--- src/rtl/i2c_mem_pkg.sv ---
package i2c_mem_pkg;
    localparam int MEM_ADDR_W = 11;
    localparam logic [3:0] DEV_PREFIX = 4'b1010;

    typedef enum logic [3:0] {
        ST_IDLE,
        ST_DEV,
        ST_DEV_ACK,
        ST_WADDR,
        ST_WADDR_ACK,
        ST_WDATA,
        ST_WDATA_ACK,
        ST_RDATA,
        ST_RACK,
        ST_WAIT_STOP
    } tgt_state_t;
endpackage

--- src/rtl/i2c_line_sync.sv ---
module i2c_line_sync #(
    parameter int SYNC_STAGES = 2
) (
    input  logic clk,
    input  logic rst_n,
    input  logic scl_i,
    input  logic sda_i,
    output logic scl_s,
    output logic sda_s,
    output logic scl_rise,
    output logic scl_fall,
    output logic start_det,
    output logic stop_det
);
    // SYNC_STAGES synchronizer flops plus one history flop per line
    logic [SYNC_STAGES:0] scl_pipe;
    logic [SYNC_STAGES:0] sda_pipe;
    logic scl_q;
    logic sda_q;

    always_ff @(posedge clk) begin
        if (!rst_n) begin
            scl_pipe <= '1;
            sda_pipe <= '1;
        end else begin
            scl_pipe <= {scl_pipe[SYNC_STAGES-1:0], scl_i};
            sda_pipe <= {sda_pipe[SYNC_STAGES-1:0], sda_i};
        end
    end

    assign scl_s = scl_pipe[SYNC_STAGES-1];
    assign sda_s = sda_pipe[SYNC_STAGES-1];
    assign scl_q = scl_pipe[SYNC_STAGES];
    assign sda_q = sda_pipe[SYNC_STAGES];

    assign scl_rise  = scl_s & ~scl_q;
    assign scl_fall  = ~scl_s & scl_q;
    assign start_det = scl_s & scl_q & sda_q & ~sda_s;
    assign stop_det  = scl_s & scl_q & ~sda_q & sda_s;
endmodule

--- src/rtl/i2c_addr_ctr.sv ---
module i2c_addr_ctr #(
    parameter int ADDR_W = 11
) (
    input  logic              clk,
    input  logic              rst_n,
    input  logic              ld_hi,
    input  logic [ADDR_W-9:0] hi_bits,
    input  logic              ld_lo,
    input  logic [7:0]        lo_bits,
    input  logic              step,
    output logic [ADDR_W-1:0] addr
);
    always_ff @(posedge clk) begin
        if (!rst_n) begin
            addr <= '0;
        end else if (ld_hi) begin
            addr[ADDR_W-1:8] <= hi_bits;
        end else if (ld_lo) begin
            addr[7:0] <= lo_bits;
        end else if (step) begin
            addr <= addr + 1'b1;
        end
    end
endmodule

--- src/rtl/i2c_mem_target.sv ---
module i2c_mem_target
    import i2c_mem_pkg::*;
#(
    parameter int ADDR_W      = MEM_ADDR_W,
    parameter int SYNC_STAGES = 2
) (
    input  logic              clk,
    input  logic              rst_n,
    input  logic              scl_i,
    input  logic              sda_i,
    output logic              sda_oe,
    output logic [ADDR_W-1:0] mem_addr,
    output logic              mem_we,
    output logic [7:0]        mem_wdata,
    output logic              mem_re,
    input  logic [7:0]        mem_rdata
);
    localparam int HI_W = ADDR_W - 8;

    logic scl_s, sda_s, scl_rise, scl_fall, start_det, stop_det;
    tgt_state_t state, nxt;
    logic [3:0] bit_cnt;
    logic [7:0] rx_sr;
    logic [7:0] tx_sr;
    logic       rw_q;
    logic       re_q;
    logic       byte_done;
    logic       rx_phase;
    logic       wr_evt, rd_evt, ld_hi, ld_lo;

    i2c_line_sync #(.SYNC_STAGES(SYNC_STAGES)) u_sync (
        .clk       (clk),
        .rst_n     (rst_n),
        .scl_i     (scl_i),
        .sda_i     (sda_i),
        .scl_s     (scl_s),
        .sda_s     (sda_s),
        .scl_rise  (scl_rise),
        .scl_fall  (scl_fall),
        .start_det (start_det),
        .stop_det  (stop_det)
    );

    i2c_addr_ctr #(.ADDR_W(ADDR_W)) u_addr (
        .clk     (clk),
        .rst_n   (rst_n),
        .ld_hi   (ld_hi),
        .hi_bits (rx_sr[HI_W:1]),
        .ld_lo   (ld_lo),
        .lo_bits (rx_sr),
        .step    (mem_we | mem_re),
        .addr    (mem_addr)
    );

    assign byte_done = (bit_cnt == 4'd8);
    assign rx_phase  = (state == ST_DEV) || (state == ST_WADDR) || (state == ST_WDATA);

    // next state and single-cycle events
    always_comb begin
        nxt    = state;
        wr_evt = 1'b0;
        rd_evt = 1'b0;
        ld_hi  = 1'b0;
        ld_lo  = 1'b0;
        if (start_det) begin
            nxt = ST_DEV;
        end else if (stop_det) begin
            nxt = ST_IDLE;
        end else begin
            unique case (state)
                ST_IDLE, ST_WAIT_STOP: nxt = state;
                ST_DEV: begin
                    if (scl_fall && byte_done) begin
                        if (rx_sr[7:4] == DEV_PREFIX) begin
                            nxt    = ST_DEV_ACK;
                            ld_hi  = 1'b1;
                            rd_evt = rx_sr[0];
                        end else begin
                            nxt = ST_IDLE;
                        end
                    end
                end
                ST_DEV_ACK: if (scl_fall) nxt = rw_q ? ST_RDATA : ST_WADDR;
                ST_WADDR: begin
                    if (scl_fall && byte_done) begin
                        nxt   = ST_WADDR_ACK;
                        ld_lo = 1'b1;
                    end
                end
                ST_WADDR_ACK: if (scl_fall) nxt = ST_WDATA;
                ST_WDATA: begin
                    if (scl_fall && byte_done) begin
                        nxt    = ST_WDATA_ACK;
                        wr_evt = 1'b1;
                    end
                end
                ST_WDATA_ACK: if (scl_fall) nxt = ST_WDATA;
                ST_RDATA: if (scl_fall && bit_cnt == 4'd7) nxt = ST_RACK;
                ST_RACK: begin
                    if (scl_rise) begin
                        if (!sda_s) rd_evt = 1'b1;
                        else        nxt    = ST_WAIT_STOP;
                    end else if (scl_fall) begin
                        nxt = ST_RDATA;
                    end
                end
                default: nxt = ST_IDLE;
            endcase
        end
    end

    // state register and datapath bookkeeping
    always_ff @(posedge clk) begin
        if (!rst_n) begin
            state   <= ST_IDLE;
            bit_cnt <= '0;
            rx_sr   <= '0;
            rw_q    <= 1'b0;
        end else begin
            state <= nxt;
            if (start_det || nxt != state) begin
                bit_cnt <= '0;
            end else if (rx_phase && scl_rise && !byte_done) begin
                bit_cnt <= bit_cnt + 1'b1;
            end else if (state == ST_RDATA && scl_fall) begin
                bit_cnt <= bit_cnt + 1'b1;
            end
            if (rx_phase && scl_rise && !byte_done) begin
                rx_sr <= {rx_sr[6:0], sda_s};
            end
            if (ld_hi) begin
                rw_q <= rx_sr[0];
            end
        end
    end

    // registered outputs and transmit shifter
    always_ff @(posedge clk) begin
        if (!rst_n) begin
            mem_we    <= 1'b0;
            mem_re    <= 1'b0;
            mem_wdata <= '0;
            re_q      <= 1'b0;
            tx_sr     <= '1;
        end else begin
            mem_we <= wr_evt;
            mem_re <= rd_evt;
            re_q   <= mem_re;
            if (wr_evt) begin
                mem_wdata <= rx_sr;
            end
            if (re_q) begin
                tx_sr <= mem_rdata;
            end else if (state == ST_RDATA && scl_fall && bit_cnt != 4'd7) begin
                tx_sr <= {tx_sr[6:0], 1'b1};
            end
        end
    end

    always_comb begin
        unique case (state)
            ST_DEV_ACK, ST_WADDR_ACK, ST_WDATA_ACK: sda_oe = 1'b1;
            ST_RDATA:                               sda_oe = ~tx_sr[7];
            default:                                sda_oe = 1'b0;
        endcase
    end
endmodule

--- config.mk ---
export PLATFORM = sky130hd
export DESIGN_NAME = i2c_mem_target
export DESIGN_NICKNAME = d
export VERILOG_FILES = /design/src/rtl/i2c_mem_pkg.sv /design/src/rtl/i2c_line_sync.sv /design/src/rtl/i2c_addr_ctr.sv /design/src/rtl/i2c_mem_target.sv
export SDC_FILE = /design/constraint.sdc
export NUM_CORES = 1
export LEC_CHECK = 0
export ABC_CLOCK_PERIOD_IN_PS = 4200
export CAP_MARGIN = 20
export CORE_MARGIN = 1
export CORE_UTILIZATION = 35
export CTS_CLUSTER_SIZE = 10
export DETAILED_ROUTE_END_ITERATION = 12
export PLACE_DENSITY = 0.62
export SYNTH_ARGS = -nofsm -noshare
export SYNTH_HDL_FRONTEND = slang
export SYNTH_SLANG_ARGS = --single-unit
--- constraint.sdc ---
create_clock -name clk -period 4.2 [get_ports clk]
set_input_delay 1.05 -clock clk [delete_from_list [all_inputs] [get_ports clk]]
set_output_delay 1.05 -clock clk [all_outputs]
set_load 0.05 [all_outputs]
==> results of run 1 <==
cells in the final DEF (no fill, tap or decap), drive strengths merged, types with 7 or more instances in the layout:
cell            n
clkbuf          7
nor2           37
nand2          28
mux2            7
nand2b         10
clkdlybuf4s50  33
nand3           7
inv            10
mux2i          19
nand4           8
a21oi          19
o21ai          15
dfxtp          53
final cells by class:
type,instances,share of cell area (%)
repair buffers,33,10.2
multi-input cells,230,48.5
clock inverters,1,0.925
flip-flops and latches,53,32.7
well taps,102,3.93
inverters,10,1.16
clock buffers,7,2.66
per-stage QoR:
step	hold slack (ns)	cell area, um^2	utilization (%)	cells	total power, W
after detailed placement	0.397	3130	40.7	428	0.000573
after global placement	0.391	3130	40.7	428	0.000573
final	0.412	3250	42.2	436	0.000915
after CTS	0.417	3250	42.2	436	0.000927
after global routing	0.423	3250	42.2	436	0.000961
after floorplan	0.386	2780	-	311	0.000555
critical path, stage by stage, from the launching register on:
cell and delay [ns]:
dfxtp_1 0.75, nand2_1 0.19, o21a_1 0.21, nor2_1 0.08
clkdlybuf4s50_1 0.82
where the power goes:
part	internal, W	switching (W)
combinational	0.0000228	0.0000242
clock	0.000194	0.000159
sequential	0.000506	0.00000856
cells by family (layout without fill, tap and decap cells):
logic type      after synthesis  count (layout)  synth area share [%]
simple gates                132             132                  27.0
compound gates               62              62                  16.3
flops                        53              53                  38.2
buf+inv                      28              51                  5.22
mux                          26              26                  9.68
xor+xnor                      7               7                  2.21
fa+ha+maj                     3               3                  1.35
registers in the layout, summed over array words and instances (netlist names):
register / cells
u_sync.scl_pipe: 3
re_q: 1
mem_re: 1
mem_wdata: 8
rw_q: 1
rx_sr: 8
tx_sr: 8
u_sync.sda_pipe: 3
u_addr.addr: 11
mem_we: 1
state: 4
bit_cnt: 4
worst paths after layout:
check                           cells after the start                             to  slack [ns]                     startpoint
worst min-delay path                                1  u_sync.scl_pipe[1]$_SDFF_PN1_        0.41  u_sync.scl_pipe[0]$_SDFF_PN1_
worst max register to register                      6    u_addr.addr[2]$_SDFFE_PN0P_        1.71            state[0]$_SDFF_PN0_
worst min register to register                      1  u_sync.scl_pipe[1]$_SDFF_PN1_        0.41  u_sync.scl_pipe[0]$_SDFF_PN1_
worst max-delay path                                4                         sda_oe        0.80            state[1]$_SDFF_PN0_
routing by layer:
layer,vias up,track usage [%]
li1,1151,-
met3,4,2.76
met4,0,6.75
met2,33,24.8
met5,-,0
met1,1070,20.0
==> results.md, run 1 <==
* Status: completed
* Fin crit period at 3.40 ns
* CTS Hold Bufs at 0
* DR iter-0 viols at 101
* Synthesized area per cell at 8.94 um^2
* Met2 wire length at 2850 um
* Router iterations before antenna repair at 4
* CTS H-Tree Depth at 2
* Residual DRC at 0
* Seq/Total Area, Yosys at 38.2%
* Syn nets at 326
* Layout cell share with drive strength beyond 1 at 6.89%
* Flops & latches, synth at 53
* Slew @ Worst Pin at 0.812 ns
* Final Hold Vio Count at 0
* Diodes inserted at 0
* Routability Congestion at 0.885
* Metal3 WL at 142 um
* YS warnings at 0
* Largest cells by area after synthesis: dfxtp_1 (38%), mux2i_1 (6.8%), nor2_1 (4.7%)
* Tot GR Track Use at 15.4%
* Total global routing overflow at 0
* Worst Path Required at 3.15 ns
* Fmax at 295 MHz
* Mapped Cells at 311
* Die area at 8300 um^2
* Highest routed layer: met4
* Die boundary width at 91.1 um
* Slew margin rel. at 45.7%
* Worst vdd ir at 0.213 mV
* DRT antenna net count at 0
* Kind of critical path: register to output port
* Final WL at 6060 um
* Ys flop type: dfxtp_1
* First-pass GRT wire length at 10200 um
* Later-pin clock latency in the skew report at 0.30 ns
* Pwr per Cell Area at 282 nW/um^2
* Setup crit end kind: output port
* Post-DR wirelength/cell at 13.9 um
* Starting density of the core at 36.1%
* Area of the multi-input gates at 1570 um^2
* CP Max Fanout at 17
* Port buffer count at 33
* Final period util at 80.8%
* Yosys top cell area share at 38.2%
* Largest net degree at the start of global routing at 26
* Max cap viols at 0
* Critical Path AT at 2.35 ns
* Initial antenna violation count at 0
* Setup TNS at 0 ns
* Vias per inst at 5.18
* Root buffer cell: clkbuf_8
* Clock Skew at 0.0125 ns
* Count leader, synth: dfxtp_1
* Hold WC Path Type: register to register
* Register area at 1060 um^2
* Cell variety after synth at 63
* Clk sink count at 53
* Clock buffer depth at 2
* FFs w/ async S/R, synth at 0%
* CTS tree: built
* Total CTS buffers at 5
* Post-cts sizing count at 0
* Mapped Area at 2780 um^2
* FILL cells at 794
* Core box area at 7690 um^2
* Dpl ws at 1.08 ns
* Synth top cells by count: dfxtp_1 (53), nor2_1 (35), nand2_1 (26)
* Final setup margin at 0.805 ns
* Via count at 2258
* Lkg Pwr at 1.21 nW
* Layout Nets at 348
* Die extent in y at 91.1 um
* Io pins at 34
* Final Max Slew Viols at 0
* Post-CTS setup buffer count at 0
* Area leader, netlist: dfxtp_1
* Number of core rows at 32
* EDFF count, synth at 0
* RSZ-0062 raised after global routing: no
* Finish-stage setup viols at 0
* Area delta synth->final at 16.8%
* Detailed placer's ending HPWL at 4340 um
* DRT met1 WL at 2990 um
* Vias in the first global route at 2101
* Clk pin slew, worst setup/hold paths at 0.09 ns
* Crit start category: register
Note: power is estimated with default switching activity, not from simulation.
==> run 2: changes to the inputs <==
--- a/config.mk
+++ b/config.mk
@@ -5,7 +5,7 @@
 export SDC_FILE = /design/constraint.sdc
 export NUM_CORES = 1
 export LEC_CHECK = 0
-export ABC_CLOCK_PERIOD_IN_PS = 4200
+export ABC_CLOCK_PERIOD_IN_PS = 3300
 export CAP_MARGIN = 20
 export CORE_MARGIN = 1
 export CORE_UTILIZATION = 35
==> constraint.sdc (replaced) <==
create_clock -name clk -period 3.3 [get_ports clk]
set_input_delay 0.825 -clock clk [delete_from_list [all_inputs] [get_ports clk]]
set_output_delay 0.825 -clock clk [all_outputs]
set_load 0.05 [all_outputs]
==> results.md, run 2 (synthesis results as in run 1) <==
* Sw Share at 22.6% (+1.6 points)
* Commonest non-fill, non-tap cells in the layout: dfxtp_1 (53), nor2_1 (35), clkdlybuf4s50_1 (33)
* Setup crit end kind: output port
* CTS H-Tree Depth at 2 (unchanged)
* CP cell instances: nand2_1, o21a_1, nor2_1, clkdlybuf4s50_1
* DRT antenna net count at 0 (unchanged)
* Largest net degree at the start of global routing at 26 (unchanged)
* Core box area at 7690 um^2 (unchanged)
* Hold WC Path Type: register to register
* Fin crit period at 3.03 ns
* Diodes inserted at 0 (unchanged)
* Reg2reg end: u_addr.addr[5]$_SDFFE_PN0P_
* Total CTS buffers at 5 (unchanged)
* Clock buffer depth at 2 (unchanged)
* Lkg Pwr at 1.21 nW (-0.34%)
* Port buffer count at 33 (unchanged)
* HP Start: u_sync.sda_pipe[0]$_SDFF_PN1_
* Die area at 8300 um^2 (unchanged)
* Clk pin slew, worst setup/hold paths at 0.09 ns (about the same)
* Clock share of power at 31.9% (-6.7 points)
* CTS tree: built
* FILL cells at 773 (-2.6%)
* Seq pwr share at 62.2% (+6.0 points)
* CTS Hold Bufs at 0 (unchanged)
* Number of core rows at 32 (unchanged)
* Layout Nets at 351 (+0.86%)
* Worst Path Required at 2.47 ns (-0.68 ns)
* Vias per inst at 5.20 (+0.39%)
* Crit Reg-Reg Startpoint: bit_cnt[0]$_SDFFE_PP0P_
* Pwr per Cell Area at 326 nW/um^2 (+16%)
* Area delta synth->final at 16.1%
* First-pass GRT wire length at 10500 um (+2.4%)
* Routability Congestion at 0.847 (-4.3%)
* Residual DRC at 0 (unchanged)
* Max incr delay on CP at 0.83 ns (about the same)
* Metal3 WL at 206 um (+45%)
* Post-route cell area at 3230 um^2 (-0.62%)
* Root buffer cell: clkbuf_8
* CP Max Fanout at 15 (-2)
* R2R setup slack at 0.84 ns (-0.87 ns)
* Finish-stage setup viols at 0 (unchanged)
* Kind of critical path: register to output port
* Psw at 0.000238 W (+24%)
* Crit start category: register
* CP delay by family, top: buffers and inverters
* Setup TNS at 0 ns (unchanged)
* Worst Hold Margin at 0.412 ns (-0.000478 ns)
* Post-cts sizing count at 0 (unchanged)
* Number of flip-flops in the largest register at 11 (unchanged)
* Status: completed
* RSZ-0062 raised after global routing: no
* Die extent in y at 91.1 um (unchanged)
* Highest routed layer: met4
* Vias in the first global route at 2101 (unchanged)
* Post-DR wirelength/cell at 14.0 um (+0.82%)
* Slew @ Worst Pin at 0.789 ns (-0.0234 ns)
* Later-pin clock latency in the skew report at 0.30 ns (about the same)
* Layout cell share with drive strength beyond 1 at 7.46% (+0.58 points)
* Worst vdd ir at 0.184 mV (-13%)
* Final Max Slew Viols at 0 (unchanged)
* Clock Skew at 0.00827 ns (-0.00420 ns)
* Router iterations before antenna repair at 4 (unchanged)
* Share of power burned in combinational logic at 6.0% (+0.9 points)
* Path depth of the worst reg2reg path at 7 (+1)
* Final WL at 6130 um (+1.1%)
* Max cap viols at 0 (unchanged)
* Final Hold Vio Count at 0 (unchanged)
* Final period util at 91.8%
* DR iter-0 viols at 184 (+82%)
* Worst Path Buf+Inv at 1 (unchanged)
* Via count at 2272 (+0.62%)
* Slew margin rel. at 47.4% (+1.7 points)
* Most flops, register: u_addr.addr
* Critical Path AT at 2.20 ns (-0.15 ns)
* Met2 wire length at 2870 um (+0.74%)
* Clk sink count at 53 (unchanged)
* Total global routing overflow at 0 (unchanged)
* Hold Path End: u_sync.sda_pipe[1]$_SDFF_PN1_
* Int Pwr at 0.000814 W (+13%)
* Tot GR Track Use at 15.7% (+0.34 points)
* Worst hold path stage count at 1 (unchanged)
* CP max stage cell: clkdlybuf4s50_1
* Placement Cell Area at 3150 um^2 (+0.72%)
* Area of the multi-input gates at 1570 um^2 (unchanged)
* DRT met1 WL at 2910 um (-2.6%)
* Starting density of the core at 36.1% (unchanged)
* Detailed placer's ending HPWL at 4350 um (+0.13%)
* Commonest non-fill, non-tap cell in the layout: dfxtp_1
* Fmax at 330 MHz
* Post-CTS setup buffer count at 0 (unchanged)
* Register area at 1060 um^2 (unchanged)
* Io pins at 34 (unchanged)
* Initial antenna violation count at 0 (unchanged)
* Die boundary width at 91.1 um (unchanged)
-- run 2: cell count changes in the layout (fill, tap and decap cells not counted), sizes merged --
cell	change
buf	+3
clkbuf	-2
bufinv	-1
clkinv	+1
-- run 2: worst max path at each step --
stage	from	endpoint	depth (start not counted)
after floorplan	state[1]$_SDFF_PN0_	sda_oe	4
after global placement	state[2]$_SDFF_PN0_	sda_oe	4
after detailed placement	state[2]$_SDFF_PN0_	sda_oe	4
after CTS	state[2]$_SDFF_PN0_	sda_oe	4
after global routing	state[2]$_SDFF_PN0_	sda_oe	4
final	state[2]$_SDFF_PN0_	sda_oe	4
-- run 2: area by class of cell --
type	instances	area share, %
Clock inverter	1	0.155
Clock buffer	5	2.13
Sequential cell	53	32.9
Tap cell	102	3.96
Timing Repair Buffer	36	10.9
Inverter	10	1.16
Multi-Input combinational cell	230	48.8
-- run 2: power by group through the flow --
stage / Combinational [W] / Clock, W / Sequential, W
final: 0.0000627 / 0.000335 / 0.000654
after global placement: 0.0000616 / 0 / 0.000668
after global routing: 0.0000694 / 0.000381 / 0.000656
after CTS: 0.0000628 / 0.000352 / 0.000654
after detailed placement: 0.0000622 / 0 / 0.000669
after floorplan: 0.0000445 / 0 / 0.000662
-- run 2: metrics by stage --
stage	instances	total power, W	worst slack (ns)	util [%]
CTS	437	0.00107	0.285	42.0
global route	437	0.00111	0.148	42.0
detailed placement	431	0.000731	0.627	41.0
floorplan	311	0.000706	0.936	-
finish	437	0.00105	0.272	42.0
global placement	431	0.000730	0.655	41.0
-- run 2: layer usage --
layer | global-route usage, % | vias to the layer above
li1 | - | 1154
met1 | 20.7 | 1065
met2 | 25.4 | 43
met3 | 2.76 | 10
met4 | 6.08 | 0
met5 | 0 | -
-- run 2: worst reg2reg max path, stage by stage, from the launching register on --
cell     delay, ns
dfxtp_1       0.36
inv_1         0.08
ha_1          0.23
and4b_1       0.30
and4_1        0.43
o31ai_4       0.61
a21oi_1       0.09
o221a_1       0.25
==> run 3: changes to the inputs <==
==> constraint.sdc (replaced) <==
create_clock -name clk -period 3.3 [get_ports clk]
set_input_delay 0.495 -clock clk [delete_from_list [all_inputs] [get_ports clk]]
set_output_delay 0.495 -clock clk [all_outputs]
set_load 0.05 [all_outputs]
==> results.md, run 3 (synthesis results as in run 1) <==
* R2R setup slack at 0.79 ns (-0.05 ns)
* Residual DRC at 0 (unchanged)
* Crit start category: register
* CP Depth at 4 (unchanged)
* Layout cell share with drive strength beyond 1 at 7.16% (-0.30 points)
* Number of flip-flops in the largest register at 11 (unchanged)
* Routability Congestion at 0.846 (-0.11%)
* Die extent in y at 91.1 um (unchanged)
* HP Start: u_sync.scl_pipe[0]$_SDFF_PN1_
* Max incr delay on CP at 0.82 ns (about the same)
* Detailed placer's ending HPWL at 4290 um (-1.2%)
* Area delta synth->final at 16.3%
* Die boundary width at 91.1 um (unchanged)
* Number of core rows at 32 (unchanged)
* Worst Path Required at 2.80 ns (+0.33 ns)
* DRT antenna net count at 0 (unchanged)
* First-pass GRT wire length at 10300 um (-1.8%)
* Max cap viols at 0 (unchanged)
* Clock Skew at 0.00956 ns (+0.00130 ns)
* Finish-stage setup viols at 0 (unchanged)
* Area of the multi-input gates at 1570 um^2 (unchanged)
* Worst vdd ir at 0.187 mV (+1.5%)
* Worst hold path stage count at 1 (unchanged)
* Io pins at 34 (unchanged)
* Tot GR Track Use at 15.2% (-0.46 points)
* Slew margin rel. at 45.4% (-1.9 points)
* Diodes inserted at 0 (unchanged)
* Total Power at 0.00108 W (+2.3%)
* Fmax at 357 MHz (+7.9%)
* Final period util at 85.0% (-6.8 points)
* CP cell instances: nand2_1, o21a_1, nor2_1, clkdlybuf4s50_1
* CTS tree: built
* Worst Path Buf+Inv at 1 (unchanged)
* CTS H-Tree Depth at 2 (unchanged)
* Commonest non-fill, non-tap cell in the layout: dfxtp_1
* Setup crit end kind: output port
* Setup TNS at 0 ns (unchanged)
* Later-pin clock latency in the skew report at 0.29 ns (about the same)
* CTS Hold Bufs at 0 (unchanged)
* Fin util at 42.0% (+0.065 points)
* DR iter-0 viols at 140 (-24%)
* Clock buffer depth at 2 (unchanged)
* CP max stage cell: clkdlybuf4s50_1
* Hold Path End: u_sync.scl_pipe[1]$_SDFF_PN1_
* Largest net degree at the start of global routing at 26 (unchanged)
* Initial antenna violation count at 0 (unchanged)
* Post-CTS setup buffer count at 0 (unchanged)
* Core box area at 7690 um^2 (unchanged)
* Post-cts sizing count at 0 (unchanged)
* Hold WC Path Type: register to register
* Post-DR wirelength/cell at 13.7 um (-2.4%)
* Router iterations before antenna repair at 4 (unchanged)
* Total CTS buffers at 5 (unchanged)
* Fin crit period at 2.80 ns (-0.223 ns)
* Register area at 1060 um^2 (unchanged)
* Slew @ Worst Pin at 0.817 ns (+0.0285 ns)
* Pwr per Cell Area at 333 nW/um^2 (+2.2%)
* Critical Path AT at 2.31 ns (+0.11 ns)
* Reg2reg end: u_addr.addr[0]$_SDFFE_PN0P_
* Starting density of the core at 36.1% (unchanged)
* Kind of critical path: register to output port
* CP delay by family, top: buffers and inverters
* Final Hold Vio Count at 0 (unchanged)
* Layout Nets at 350 (-0.28%)
* Vias per inst at 5.13 (-1.3%)
* Lkg Pwr at 1.21 nW (about the same)
* Root buffer cell: clkbuf_8
* RSZ-0062 raised after global routing: no
* Final WL at 5980 um (-2.4%)
* Final Max Slew Viols at 0 (unchanged)
* Most flops, register: u_addr.addr
* FILL cells at 796 (+3.0%)
* Vias in the first global route at 2079 (-1.0%)
* Status: completed
* Crit Reg-Reg Startpoint: bit_cnt[0]$_SDFFE_PP0P_
* Total global routing overflow at 0 (unchanged)
* CP Max Fanout at 17 (+2)
* Clk pin slew, worst setup/hold paths at 0.08 ns (about the same)
* Via count at 2243 (-1.3%)
* Commonest non-fill, non-tap cells in the layout: dfxtp_1 (53), nor2_1 (35), clkdlybuf4s50_1 (33)
* Port buffer count at 33 (unchanged)
* Die area at 8300 um^2 (unchanged)
* Clk sink count at 53 (unchanged)
* Path depth of the worst reg2reg path at 8 (+1)
==> run 3: cell count changes in the layout (fill, tap and decap cells not counted) <==
| cell | previous run | this run |
|---|---|---|
| clkbuf_8 | 5 | 6 |
| clkbuf_1 | 0 | 1 |
| clkinv_2 | 1 | 0 |
| buf_4 | 3 | 2 |
==> run 3: where the power goes <==
group          internal, W  switching, W
Combinational    0.0000299     0.0000321
Sequential        0.000644     0.0000102
Clock             0.000167      0.000193
Total             0.000840      0.000235
==> run 3: worst reg2reg max path: cells and delay by family, from the launching register on <==
kind	cells	cell delay, ns
simple gates	3	0.82
fa+ha+maj	1	0.23
buf+inv	1	0.08
compound gates	3	0.85
flops	1	0.37
==> run 3: metrics by stage <==
step / cells / setup slack [ns] / hold WS, ns / area (um^2)
2_1_floorplan: 311 / 1.27 / 0.386 / 2780
3_3_place_gp: 430 / 0.831 / 0.393 / 3140
3_5_place_dp: 430 / 0.816 / 0.395 / 3140
4_1_cts: 437 / 0.484 / 0.416 / 3230
5_1_grt: 437 / 0.303 / 0.434 / 3230
6_report: 437 / 0.495 / 0.412 / 3230
==> run 3: layout make-up <==
class	count	area share, %
Multi-Input combinational cell	230	48.7
Sequential cell	53	32.8
Timing Repair Buffer	35	10.7
Tap cell	102	3.95
Clock buffer	7	2.67
Inverter	10	1.16
==> run 3: worst max path at each step <==
| stage | from | end | slack, ns |
|---|---|---|---|
| 2_1_floorplan | state[1]$_SDFF_PN0_ | sda_oe | 1.27 |
| 3_3_place_gp | state[1]$_SDFF_PN0_ | sda_oe | 0.83 |
| 3_5_place_dp | state[1]$_SDFF_PN0_ | sda_oe | 0.82 |
| 4_1_cts | state[1]$_SDFF_PN0_ | sda_oe | 0.48 |
| 5_1_grt | state[1]$_SDFF_PN0_ | sda_oe | 0.30 |
| 6_report | state[1]$_SDFF_PN0_ | sda_oe | 0.50 |
==> run 3: layer usage <==
metal / vias up / share of wire, % / track usage [%]
met3: 6 / 2.3 / 2.09
li1: 1157 / - / -
met4: 0 / 1.1 / 4.10
met1: 1044 / 50 / 21.1
met5: - / 0 / 0
met2: 36 / 47 / 24.7
